$ cat src/rtl/srs_pkg.sv
// Shared types for the stretching read sequencer.
// Assumes: nothing beyond IEEE 1800-2017.
package srs_pkg;
    typedef enum logic [2:0] {
        BS_IDLE, BS_ADDR, BS_AACK, BS_CONV, BS_READ, BS_PARK
    } bus_st_t;

    typedef enum logic [1:0] {
        SQ_IDLE, SQ_TRACK, SQ_WAIT
    } seq_st_t;

    localparam logic [1:0] SCAN_UP  = 2'b00;
    localparam logic [1:0] SCAN_TOP = 2'b01;
endpackage

$ cat src/rtl/srs_scan_seq.sv
// Scan sequencer: on go it steps from first_ch to last_ch. For each channel it
// waits TRACK_CYC cycles, pulses cnv_start, waits for cnv_done and writes the
// result to the next store slot. fin pulses in the cycle after the last write.
// Assumes: cnv_done comes only after cnv_start; first_ch <= last_ch.
module srs_scan_seq
    import srs_pkg::*;
#(
    parameter int NCH       = 8,
    parameter int TRACK_CYC = 2
) (
    input  logic                    clk,
    input  logic                    rst_n,
    input  logic                    abort,
    input  logic                    go,
    input  logic [$clog2(NCH)-1:0]  first_ch,
    input  logic [$clog2(NCH)-1:0]  last_ch,
    output logic                    cnv_start,
    output logic [$clog2(NCH)-1:0]  cnv_chan,
    input  logic                    cnv_done,
    input  logic [7:0]              cnv_data,
    output logic                    wr_en,
    output logic [$clog2(NCH)-1:0]  wr_addr,
    output logic [7:0]              wr_data,
    output logic                    fin
);
    localparam int CHW = $clog2(NCH);
    localparam int TW  = $clog2(TRACK_CYC + 1);

    seq_st_t          st;
    logic [CHW-1:0]   ch, last_q, idx;
    logic [TW-1:0]    tmr;

    // Step through tracking, conversion and storing for each channel.
    always_ff @(posedge clk) begin
        if (!rst_n || abort) begin
            st        <= SQ_IDLE;
            ch        <= '0;
            last_q    <= '0;
            idx       <= '0;
            tmr       <= '0;
            cnv_start <= 1'b0;
            fin       <= 1'b0;
        end else begin
            cnv_start <= 1'b0;
            fin       <= 1'b0;
            case (st)
                SQ_IDLE: if (go) begin
                    ch     <= first_ch;
                    last_q <= last_ch;
                    idx    <= '0;
                    tmr    <= '0;
                    st     <= SQ_TRACK;
                end
                SQ_TRACK: begin
                    if (tmr == TW'(TRACK_CYC - 1)) begin
                        cnv_start <= 1'b1;
                        st        <= SQ_WAIT;
                    end else begin
                        tmr <= tmr + 1'b1;
                    end
                end
                SQ_WAIT: if (cnv_done) begin
                    if (ch == last_q) begin
                        fin <= 1'b1;
                        st  <= SQ_IDLE;
                    end else begin
                        ch  <= ch + 1'b1;
                        idx <= idx + 1'b1;
                        tmr <= '0;
                        st  <= SQ_TRACK;
                    end
                end
                default: st <= SQ_IDLE;
            endcase
        end
    end

    // Route the converter result into the store at the running index.
    always_comb begin
        wr_en    = (st == SQ_WAIT) && cnv_done;
        wr_addr  = idx;
        wr_data  = cnv_data;
        cnv_chan = ch;
    end
endmodule

$ cat src/rtl/srs_result_ram.sv
// Result store: DEPTH bytes, one synchronous write port, one combinational
// read port. Contents are undefined after reset.
// Assumes: wr_addr and rd_addr stay below DEPTH.
module srs_result_ram #(
    parameter int DEPTH = 8,
    parameter int AW    = $clog2(DEPTH)
) (
    input  logic          clk,
    input  logic          wr_en,
    input  logic [AW-1:0] wr_addr,
    input  logic [7:0]    wr_data,
    input  logic [AW-1:0] rd_addr,
    output logic [7:0]    rd_data
);
    logic [7:0] mem [DEPTH];

    // Store one result per write strobe.
    always_ff @(posedge clk) begin
        if (wr_en) mem[wr_addr] <= wr_data;
    end

    // Present the entry under the read pointer.
    always_comb rd_data = mem[rd_addr];
endmodule

$ cat src/rtl/stretch_read_seq.sv
// Top: bus-side state machine of the read sequencer. It decodes the address
// byte, acknowledges a read addressed to DEV_ADDR, stretches SCL while
// srs_scan_seq runs the scan, then shifts the stored bytes out MSB first
// with a wrapping read pointer.
// Assumes: the event inputs are one-cycle pulses and never coincide;
// sda_in is valid with ev_scl_rise; channel NCH-1 is the one shared with
// the reference.
module stretch_read_seq
    import srs_pkg::*;
#(
    parameter logic [6:0] DEV_ADDR  = 7'h64,
    parameter int         NCH       = 8,
    parameter int         TRACK_CYC = 2
) (
    input  logic                    clk,
    input  logic                    rst_n,
    input  logic                    ev_start,
    input  logic                    ev_stop,
    input  logic                    ev_scl_rise,
    input  logic                    ev_scl_fall,
    input  logic                    sda_in,
    input  logic [$clog2(NCH)-1:0]  cfg_sel,
    input  logic [1:0]              cfg_scan,
    input  logic                    cfg_ref_on,
    output logic                    scl_hold,
    output logic                    sda_low,
    output logic                    cnv_start,
    output logic [$clog2(NCH)-1:0]  cnv_chan,
    input  logic                    cnv_done,
    input  logic [7:0]              cnv_data
);
    localparam int             CHW    = $clog2(NCH);
    localparam logic [CHW-1:0] TOP_CH = CHW'(NCH - 1);

    bus_st_t         bst;
    logic [3:0]      bitcnt;
    logic [7:0]      shreg;
    logic [CHW-1:0]  rd_ptr, rd_last;
    logic            mack;
    logic [CHW-1:0]  sel_c, first_c, last_raw, last_c;
    logic            go, abort, fin, wr_en;
    logic [CHW-1:0]  wr_addr;
    logic [7:0]      wr_data, rd_data;

    // Clamp the channel select when NCH is not a power of two.
    generate
        if ((2 ** CHW) != NCH) begin : g_clamp
            always_comb sel_c = (cfg_sel > TOP_CH) ? TOP_CH : cfg_sel;
        end else begin : g_pass
            always_comb sel_c = cfg_sel;
        end
    endgenerate

    // Work out the scan range, dropping the reference channel from multi scans.
    always_comb begin
        first_c  = (cfg_scan == SCAN_UP) ? '0 : sel_c;
        last_raw = (cfg_scan == SCAN_TOP) ? TOP_CH : sel_c;
        last_c   = (cfg_ref_on && last_raw == TOP_CH && last_raw != first_c)
                   ? last_raw - 1'b1 : last_raw;
        abort    = ev_start | ev_stop;
        go       = (bst == BS_AACK) && ev_scl_fall && !abort;
    end

    srs_scan_seq #(.NCH(NCH), .TRACK_CYC(TRACK_CYC)) u_seq (
        .clk       (clk),
        .rst_n     (rst_n),
        .abort     (abort),
        .go        (go),
        .first_ch  (first_c),
        .last_ch   (last_c),
        .cnv_start (cnv_start),
        .cnv_chan  (cnv_chan),
        .cnv_done  (cnv_done),
        .cnv_data  (cnv_data),
        .wr_en     (wr_en),
        .wr_addr   (wr_addr),
        .wr_data   (wr_data),
        .fin       (fin)
    );

    srs_result_ram #(.DEPTH(NCH), .AW(CHW)) u_ram (
        .clk     (clk),
        .wr_en   (wr_en),
        .wr_addr (wr_addr),
        .wr_data (wr_data),
        .rd_addr (rd_ptr),
        .rd_data (rd_data)
    );

    // Bus state machine: address, acknowledge, stretch, and read-out shifting.
    always_ff @(posedge clk) begin
        if (!rst_n || ev_stop) begin
            bst      <= BS_IDLE;
            bitcnt   <= '0;
            shreg    <= '0;
            rd_ptr   <= '0;
            rd_last  <= '0;
            mack     <= 1'b0;
            scl_hold <= 1'b0;
            sda_low  <= 1'b0;
        end else if (ev_start) begin
            bst      <= BS_ADDR;
            bitcnt   <= '0;
            rd_ptr   <= '0;
            mack     <= 1'b0;
            scl_hold <= 1'b0;
            sda_low  <= 1'b0;
        end else begin
            case (bst)
                BS_ADDR: begin
                    if (ev_scl_rise && bitcnt < 4'd8) begin
                        shreg  <= {shreg[6:0], sda_in};
                        bitcnt <= bitcnt + 1'b1;
                    end else if (ev_scl_fall && bitcnt == 4'd8) begin
                        if (shreg[7:1] == DEV_ADDR && shreg[0]) begin
                            sda_low <= 1'b1;
                            bst     <= BS_AACK;
                        end else begin
                            bst <= BS_PARK;
                        end
                    end
                end
                BS_AACK: if (ev_scl_fall) begin
                    sda_low  <= 1'b0;
                    scl_hold <= 1'b1;
                    rd_last  <= last_c - first_c;
                    bst      <= BS_CONV;
                end
                BS_CONV: if (fin) begin
                    scl_hold <= 1'b0;
                    shreg    <= rd_data;
                    sda_low  <= ~rd_data[7];
                    bitcnt   <= '0;
                    bst      <= BS_READ;
                end
                BS_READ: begin
                    if (ev_scl_rise && bitcnt == 4'd8) begin
                        mack <= ~sda_in;
                        if (!sda_in)
                            rd_ptr <= (rd_ptr == rd_last) ? '0 : rd_ptr + 1'b1;
                    end else if (ev_scl_fall) begin
                        if (bitcnt < 4'd7) begin
                            shreg   <= {shreg[6:0], 1'b0};
                            sda_low <= ~shreg[6];
                            bitcnt  <= bitcnt + 1'b1;
                        end else if (bitcnt == 4'd7) begin
                            sda_low <= 1'b0;
                            bitcnt  <= 4'd8;
                        end else if (mack) begin
                            shreg   <= rd_data;
                            sda_low <= ~rd_data[7];
                            bitcnt  <= '0;
                        end else begin
                            bst <= BS_PARK;
                        end
                    end
                end
                default: ;
            endcase
        end
    end
endmodule

$ cat config.mk
export PLATFORM = sky130hd
export DESIGN_NAME = stretch_read_seq
export DESIGN_NICKNAME = d
export VERILOG_FILES = /design/src/rtl/srs_pkg.sv /design/src/rtl/srs_scan_seq.sv /design/src/rtl/srs_result_ram.sv /design/src/rtl/stretch_read_seq.sv
export SDC_FILE = /design/constraint.sdc
export NUM_CORES = 1
export LEC_CHECK = 0
export ABC_AREA = 0
export CORE_ASPECT_RATIO = 0.75
export CORE_MARGIN = 2
export CORE_UTILIZATION = 45
export DETAILED_ROUTE_END_ITERATION = 7
export GPL_TIMING_DRIVEN = 0
export PLACE_DENSITY = 0.67
export SLEW_MARGIN = 10
export SYNTH_ARGS = -nofsm -noshare
export SYNTH_HDL_FRONTEND = slang
export SYNTH_HIERARCHICAL = 1
export SYNTH_SLANG_ARGS = --single-unit
$ cat constraint.sdc
create_clock -name clk -period 4.2 [get_ports clk]
set_clock_uncertainty 0.1 [all_clocks]
set_input_delay 1.05 -clock clk [delete_from_list [all_inputs] [get_ports clk]]
set_output_delay 1.05 -clock clk [all_outputs]
set_load 0.005 [all_outputs]
==> results by group, run 1 <==
Status
  • Status: completed

Logic synthesis
  • Yosys top cell area share: around two fifths
  • Area leader, netlist: edfxtp_1
  • EDFF count, synth: 64
  • Synth Register Bits: 103
  • Post-Synth XOR/XNOR Area: 1.88%
  • Mapped Area: 5060 sq um
  • Combinational family with the most area after synthesis: simple AND/OR/NAND/NOR gates
  • Post-synthesis sequential area ratio: 53.4%
  • Post-Synth Adder-Cell Area: 2.62%
  • Synth area leaders: edfxtp_1, dfxtp_1, mux4_1, mux2i_1, a21oi_1
  • Main synth FF type: edfxtp_1
  • Syn_area_per_cell: 12.9 sq um
  • Synth Area in Compound Gates: approximately a tenth
  • Cell count after synthesis: just under 400
  • Yosys cell types: 69
  • Syn Nets: 425
  • Simple-Gate Fraction of Synth Area: 13.4%
  • Yosys warns: 6
  • Async set-reset flop share out of synthesis: 0%
  • Mux contribution to synthesized area: 13.0%

Setup path
  • Crit Path Category: in -> reg
  • Critical path data required time: 4.36 ns
  • CP endpoint kind: register
  • R2R setup slack: between 1.5 and 2 ns
  • Max FO, Critical Path: 6
  • Startpoint Class: primary input
  • Crit path arrival time: around 3.9 ns

Final layout
  • Filler cells: 916
  • Non-filler instance count after layout: 568
  • Reg area: ~2700 sq um
  • ANT cells: 0
  • Area growth syn-to-layout: 12.9%
  • Share of cells above drive strength 1: between 10% and 20%
  • Final Util: 52.2%
  • Nets: 455
  • Multi-input logic area: 2100 sq um
  • Final Cell Area: 5710 sq um

Timing
  • Max-slew violations: 0
  • Fmax: roughly 270 MHz
  • Worst-Margin Slew: 0.885 ns
  • Min Tclk post-route: 3.77 ns
  • Endpoints failing hold: 0
  • Final setup viols: 0
  • Hold_ws: approximately 0.37 ns
  • Slew HR: between 40 and 50%
  • Final Cycle Share: 89.8%
  • RSZ-0062 raised after global routing: no
  • Post-layout worst setup margin: about 0.43 ns
  • TNS Setup: 0 ns

Detailed routing
  • DRT antenna net count: 0
  • Routed vias: approximately 3200
  • DRT Wirelength: 9.76 mm
  • Via-per-instance ratio: around 5.6
  • Routed wire length on met2: 4.48 mm
  • Highest metal used: met4
  • Mean routed wirelength per cell: 17.2 microns
  • Pre-antenna DRT Iters: 4
  • Post-route DRC: 0
  • Wire length on met1: between 4 and 5 mm
  • First DRT Iteration DRCs: approximately 230
  • DR WL met3: 394 microns

GRT
  • Total track usage: between 15 and 20%
  • Vias in the first global route: 3082
  • Initial antenna violation count: 0
  • Largest net degree at the start of global routing: 19
  • Gr ovfl total: 0
  • Global-route wire length before repair: approximately 16 mm

Power and ir drop
  • Static Leak: 1.88 nW
  • Internal: 1.51 mW
  • Logic gate share of total power: under 10%
  • Sequential power share: 55.7%
  • Power Dens Cells: 337 nW/um^2
  • Pwr Total: ~1.9 mW
  • Peak supply drop: 256 uV
  • Switching portion of total power: 21.4%
  • Sw Pwr: 0.412 mW
  • Clk pwr share: 40.3%

Run
  • Max_cap viols: 0

Clock network
  • PostCTS Resize Cnt: 0
  • CTS root buf: clkbuf_16
  • TritonCTS clock tree: built
  • Post-CTS Setup Bufs: 0
  • Max Root-Sink Buffers: 2
  • H-tree Lvls: 3
  • Clk pin slew, worst setup/hold paths: ~0.06 ns
  • CTS Sinks: 103
  • Num CTS Buffers: 9
  • Hold Buf Count CTS: 0
  • Skew-Pair Late Insertion Delay: 0.34 ns

Placed design
  • Dpl cell area: 5430 sq um
  • Setup slack at placement: about 0.11 ns
  • Cells after DPL: 552
  • GP Congestion: 0.872
  • Post-DP HPWL: 6.82 mm
  • Port buffer count: 19

Floorplan
  • Die Height: between 90 and 100 microns
  • Die area: 12100 sq um
  • Boundary pin count: 28
  • Die width: 126 microns
  • Core area: around 11000 sq um
  • Row Count: 33
  • Starting Density: roughly 46%

Worst hold path
  • Min-Delay Path Class: reg -> reg
[cells by family after synthesis]
group	after synthesis
AND/OR/NAND/NOR	116
flip-flops	103
AO/OA/AOI/OAI	74
buffers and inverters	41
multiplexers	39
XOR/XNOR	10
adder cells (fa/ha/maj)	10
[cell usage after synthesis, types with 3 or more instances]
cell type	instances
ha_1	9
edfxtp_1	64
mux2i_1	15
mux4_1	15
a21oi_1	27
buf_6	7
nand3_1	6
xnor2_1	3
inv_1	16
nor3_1	9
nor2b_1	5
buf_4	8
dfxtp_1	39
nand4_1	6
a211oi_1	10
o21ai_0	10
nor2_2	3
mux2_2	8
a31oi_1	4
clkbuf_1	4
xor2_1	6
nand2_1	18
nand3b_1	5
and2b_2	3
nor2_1	32
nand2b_1	7
nor3b_1	3
o21a_1	3
[area by class of cell]
class / count / area share (%)
Tap cell: 140 / 3.07
Clock inverter: 7 / 0.920
Inverter: 16 / 1.05
Buffer: 25 / 3.53
Timing Repair Buffer: 19 / 3.33
Clock buffer: 9 / 3.94
Sequential cell: 103 / 47.3
Multi-Input combinational cell: 249 / 36.8
[metal layers]
metal / vias to the layer above / GRT usage (%)
met2: 66 / 26.6
met3: 7 / 3.28
met5: - / 0
li1: 1546 / -
met4: 0 / 4.30
met1: 1558 / 23.6
[power by group through the flow]
stage / Sequential (mW) / Combinational [mW] / Clock [mW]
5_1_grt: 1.07 / 0.0852 / 0.838
3_3_place_gp: 1.10 / 0.0745 / 0
3_5_place_dp: 1.10 / 0.0765 / 0
4_1_cts: 1.07 / 0.0770 / 0.799
6_report: 1.07 / 0.0771 / 0.776
2_1_floorplan: 1.10 / 0.0469 / 0
[layout by cell type, fill, tap and decap left out, types with 8 or more instances in the layout]
cell,synthesis,routed
nand2_1,18,18
mux2i_1,15,15
buf_4,8,8
dfxtp_1,39,39
mux4_1,15,15
clkbuf_16,0,9
a211oi_1,10,10
o21ai_0,10,10
clkdlybuf4s50_1,0,19
ha_1,9,9
mux2_2,8,8
a21oi_1,27,27
inv_1,16,16
edfxtp_1,64,64
nor2_1,32,32
[worst max-delay path, cell delays in order]
cell and delay [ns]:
clkdlybuf4s50_1 0.55, nor2b_1 0.23, nor2_1 0.09, inv_1 0.09
ha_1 0.17, nand2_1 0.05, nor3_1 0.30, xnor2_1 0.20
ha_1 0.18, inv_1 0.05, fa_1 0.37, xnor2_1 0.23
a31o_2 0.14, nand3_1 0.07, a21oi_1 0.17
[worst paths after layout]
check,startpoint,end,cells after the start
worst max-delay path,cfg_scan[0],rd_last[2]$_SDFFE_PP0P_,15
worst min-delay path,sda_low$_SDFFE_PP0P_,sda_low$_SDFFE_PP0P_,2
worst max register to register,bst[2]$_SDFFE_PP0P_,u_seq/wr_addr[2]$_SDFFE_PP0P_,7
worst min register to register,sda_low$_SDFFE_PP0P_,sda_low$_SDFFE_PP0P_,2
[registers in the layout, summed over array words and instances, names as in the netlist, 3 cells and up]
signal	count
u_seq/last_q	3
bitcnt	4
rd_last	3
u_seq/cnv_chan	3
shreg	8
rd_ptr	3
bst	3
u_seq/wr_addr	3
u_ram/mem	64
Note: power is estimated with default switching activity, not from simulation.
==> run 2: changes to the inputs <==
--- a/config.mk
+++ b/config.mk
@@ -6,12 +6,12 @@
 export NUM_CORES = 1
 export LEC_CHECK = 0
 export ABC_AREA = 0
-export CORE_ASPECT_RATIO = 0.75
 export CORE_MARGIN = 2
-export CORE_UTILIZATION = 45
+export CORE_UTILIZATION = 39
 export DETAILED_ROUTE_END_ITERATION = 7
+export GPL_ROUTABILITY_DRIVEN = 0
 export GPL_TIMING_DRIVEN = 0
-export PLACE_DENSITY = 0.67
+export PLACE_DENSITY = 0.6
 export SLEW_MARGIN = 10
 export SYNTH_ARGS = -nofsm -noshare
 export SYNTH_HDL_FRONTEND = slang
==> run 2 against run 1 <==
Net effect: final cell count rose by 5.8%; non-clock buffer count rose by 1; die area rose by 15%; cell area rose by 1.3%; combinational power barely moved; global-route usage fell by 1.6 points; register-to-register slack barely moved; via count fell by 1.2%; largest cell class unchanged; highest routed layer unchanged.
==> results by group, run 2 (synthesis results as in run 1) <==
Status
  • Status: completed

Clock network
  • PostCTS Resize Cnt: 0 (unchanged)
  • Post-CTS Setup Bufs: 0 (unchanged)
  • Clk pin slew, worst setup/hold paths: 0.08 ns (+0.02 ns)
  • Num CTS Buffers: 9 (unchanged)
  • CTS root buf: clkbuf_16
  • H-tree Lvls: 3 (unchanged)
  • CTS Sinks: 103 (unchanged)
  • TritonCTS clock tree: built
  • Max Root-Sink Buffers: 2 (unchanged)
  • Hold Buf Count CTS: 0 (unchanged)
  • Skew-Pair Late Insertion Delay: 0.35 ns (about the same)

Setup path
  • Critical path data required time: 4.38 ns (+0.02 ns)
  • Crit path arrival time: 3.89 ns (-0.04 ns)
  • Startpoint Class: primary input
  • CP endpoint kind: register
  • Crit Path Category: in -> reg
  • Max FO, Critical Path: 6 (unchanged)

Final layout
  • Most common cell after layout, fill and taps aside: edfxtp_1
  • Max reg flops: 64 (unchanged)
  • Non-filler instance count after layout: 601 (+5.8%)
  • Most frequent cells in the layout: edfxtp_1, dfxtp_1, nor2_1
  • Largest register by flop count: u_ram/mem
  • Area growth syn-to-layout: 14.4%
  • ANT cells: 0 (unchanged)
  • Top Registers: u_ram/mem: 64 flops, shreg: 8 flops, bitcnt: 4 flops
  • Filler cells: 1164 (+27%)
  • Nets: 456 (+0.22%)
  • Share of cells above drive strength 1: 17.2% (+0.66 points)

Detailed routing
  • Post-route DRC: 0 (unchanged)
  • Via-per-instance ratio: 5.22 (-6.6%)
  • Pre-antenna DRT Iters: 6 (+2)
  • Routed vias: 3139 (-1.2%)
  • Mean routed wirelength per cell: 16.5 microns (-3.8%)
  • DRT antenna net count: 0 (unchanged)
  • DRT Wirelength: 9.93 mm (+1.8%)
  • First DRT Iteration DRCs: 336 (+47%)

Timing
  • Max-slew violations: 0 (unchanged)
  • Post-layout worst setup margin: 0.494 ns (+0.0655 ns)
  • Min Tclk post-route: 3.71 ns (-0.0655 ns)
  • TNS Setup: 0 ns (unchanged)
  • Endpoints failing hold: 0 (unchanged)
  • Fmax: 270 MHz (+1.8%)
  • Final Cycle Share: 88.2% (-1.6 points)
  • Worst-Margin Slew: 0.943 ns (+0.0581 ns)
  • RSZ-0062 raised after global routing: no
  • Slew HR: 36.9% (-3.9 points)
  • Final setup viols: 0 (unchanged)

GRT
  • Vias in the first global route: 3147 (+2.1%)
  • Gr ovfl total: 0 (unchanged)
  • Initial antenna violation count: 0 (unchanged)
  • Total track usage: 15.1% (-1.6 points)
  • Largest net degree at the start of global routing: 22 (+3)
  • Global-route wire length before repair: 16.5 mm (+5.2%)

Run
  • Max_cap viols: 0 (unchanged)

Placed design
  • Cells after DPL: 585 (+6.0%)
  • Port buffer count: 19 (unchanged)
  • Setup slack at placement: 0.134 ns (+0.0229 ns)
  • Post-DP HPWL: 6.85 mm (+0.47%)

Floorplan
  • Starting Density: 40.1% (-6.1 points)
  • Row Count: 41 (+24%)
  • Die Height: 118 microns (+23%)
  • Boundary pin count: 28 (unchanged)
  • Core area: 12600 sq um (+15%)
  • Die width: 118 microns (-6.8%)
  • Die area: 13900 sq um (+15%)

Power and ir drop
  • Power Dens Cells: 345 nW/um^2 (+2.3%)
  • Static Leak: 1.91 nW (+1.2%)
  • Pwr Total: 2.00 mW (+3.6%)
  • Peak supply drop: 181 uV (-29%)

Worst hold path
  • Min-Delay Path Class: reg -> reg
## run 2: power breakdown
group	total [mW]	switching [mW]	leakage, nW	internal [mW]
clock	0.847	0.417	0.150	0.429
combinational	0.0769	0.0424	0.867	0.0345
sequential	1.07	0.00131	0.889	1.07
## run 2: routing by layer
layer | share of wire [%] | global-route usage, %
met5 | 0 | 0
met3 | 2.2 | 2.33
met4 | 1.6 | 5.65
met1 | 47 | 20.4
met2 | 49 | 24.7
## run 2: final cells by class
class | count | area, sq um | share of cell area, %
sequential | 103 | 2700 | 46.7
multi-input combinational | 249 | 2100 | 36.3
clock buffer | 9 | 225 | 3.89
tap | 172 | 215 | 3.72
buffer | 25 | 201 | 3.48
timing repair buffer | 20 | 198 | 3.42
clock inverter | 7 | 81.3 | 1.41
inverter | 16 | 60.1 | 1.04
## run 2: stage by stage
stage | cell area [sq um] | util [%] | hold WS [ns]
CTS | 5790 | 45.9 | 0.379
global placement | 5460 | 43.3 | 0.353
global route | 5790 | 45.9 | 0.405
finish | 5790 | 45.9 | 0.374
detailed placement | 5480 | 43.4 | 0.365
floorplan | 5060 | - | 0.348
## run 2: path summary, 6_finish.rpt
check	startpoint	endpoint	slack (ns)	cells past startpoint
worst max register to register	rd_ptr[2]$_SDFFE_PP0P_	sda_low$_SDFFE_PP0P_	1.75	7
worst min register to register	u_seq/last_q[1]$_SDFFE_PP0P_	u_seq/last_q[1]$_SDFFE_PP0P_	0.37	2
worst max-delay path	cfg_scan[0]	rd_last[2]$_SDFFE_PP0P_	0.49	15
worst min-delay path	u_seq/last_q[1]$_SDFFE_PP0P_	u_seq/last_q[1]$_SDFFE_PP0P_	0.37	2
## run 2: worst max-delay path, stage by stage
cell,delay (ns)
clkdlybuf4s50_1,0.54
nor2b_1,0.22
nor2_1,0.08
inv_1,0.09
ha_1,0.17
nand2_1,0.05
nor3_1,0.29
xnor2_1,0.22
ha_1,0.19
inv_1,0.05
fa_1,0.37
xnor2_1,0.21
a31o_2,0.13
nand3_1,0.07
a21oi_1,0.17
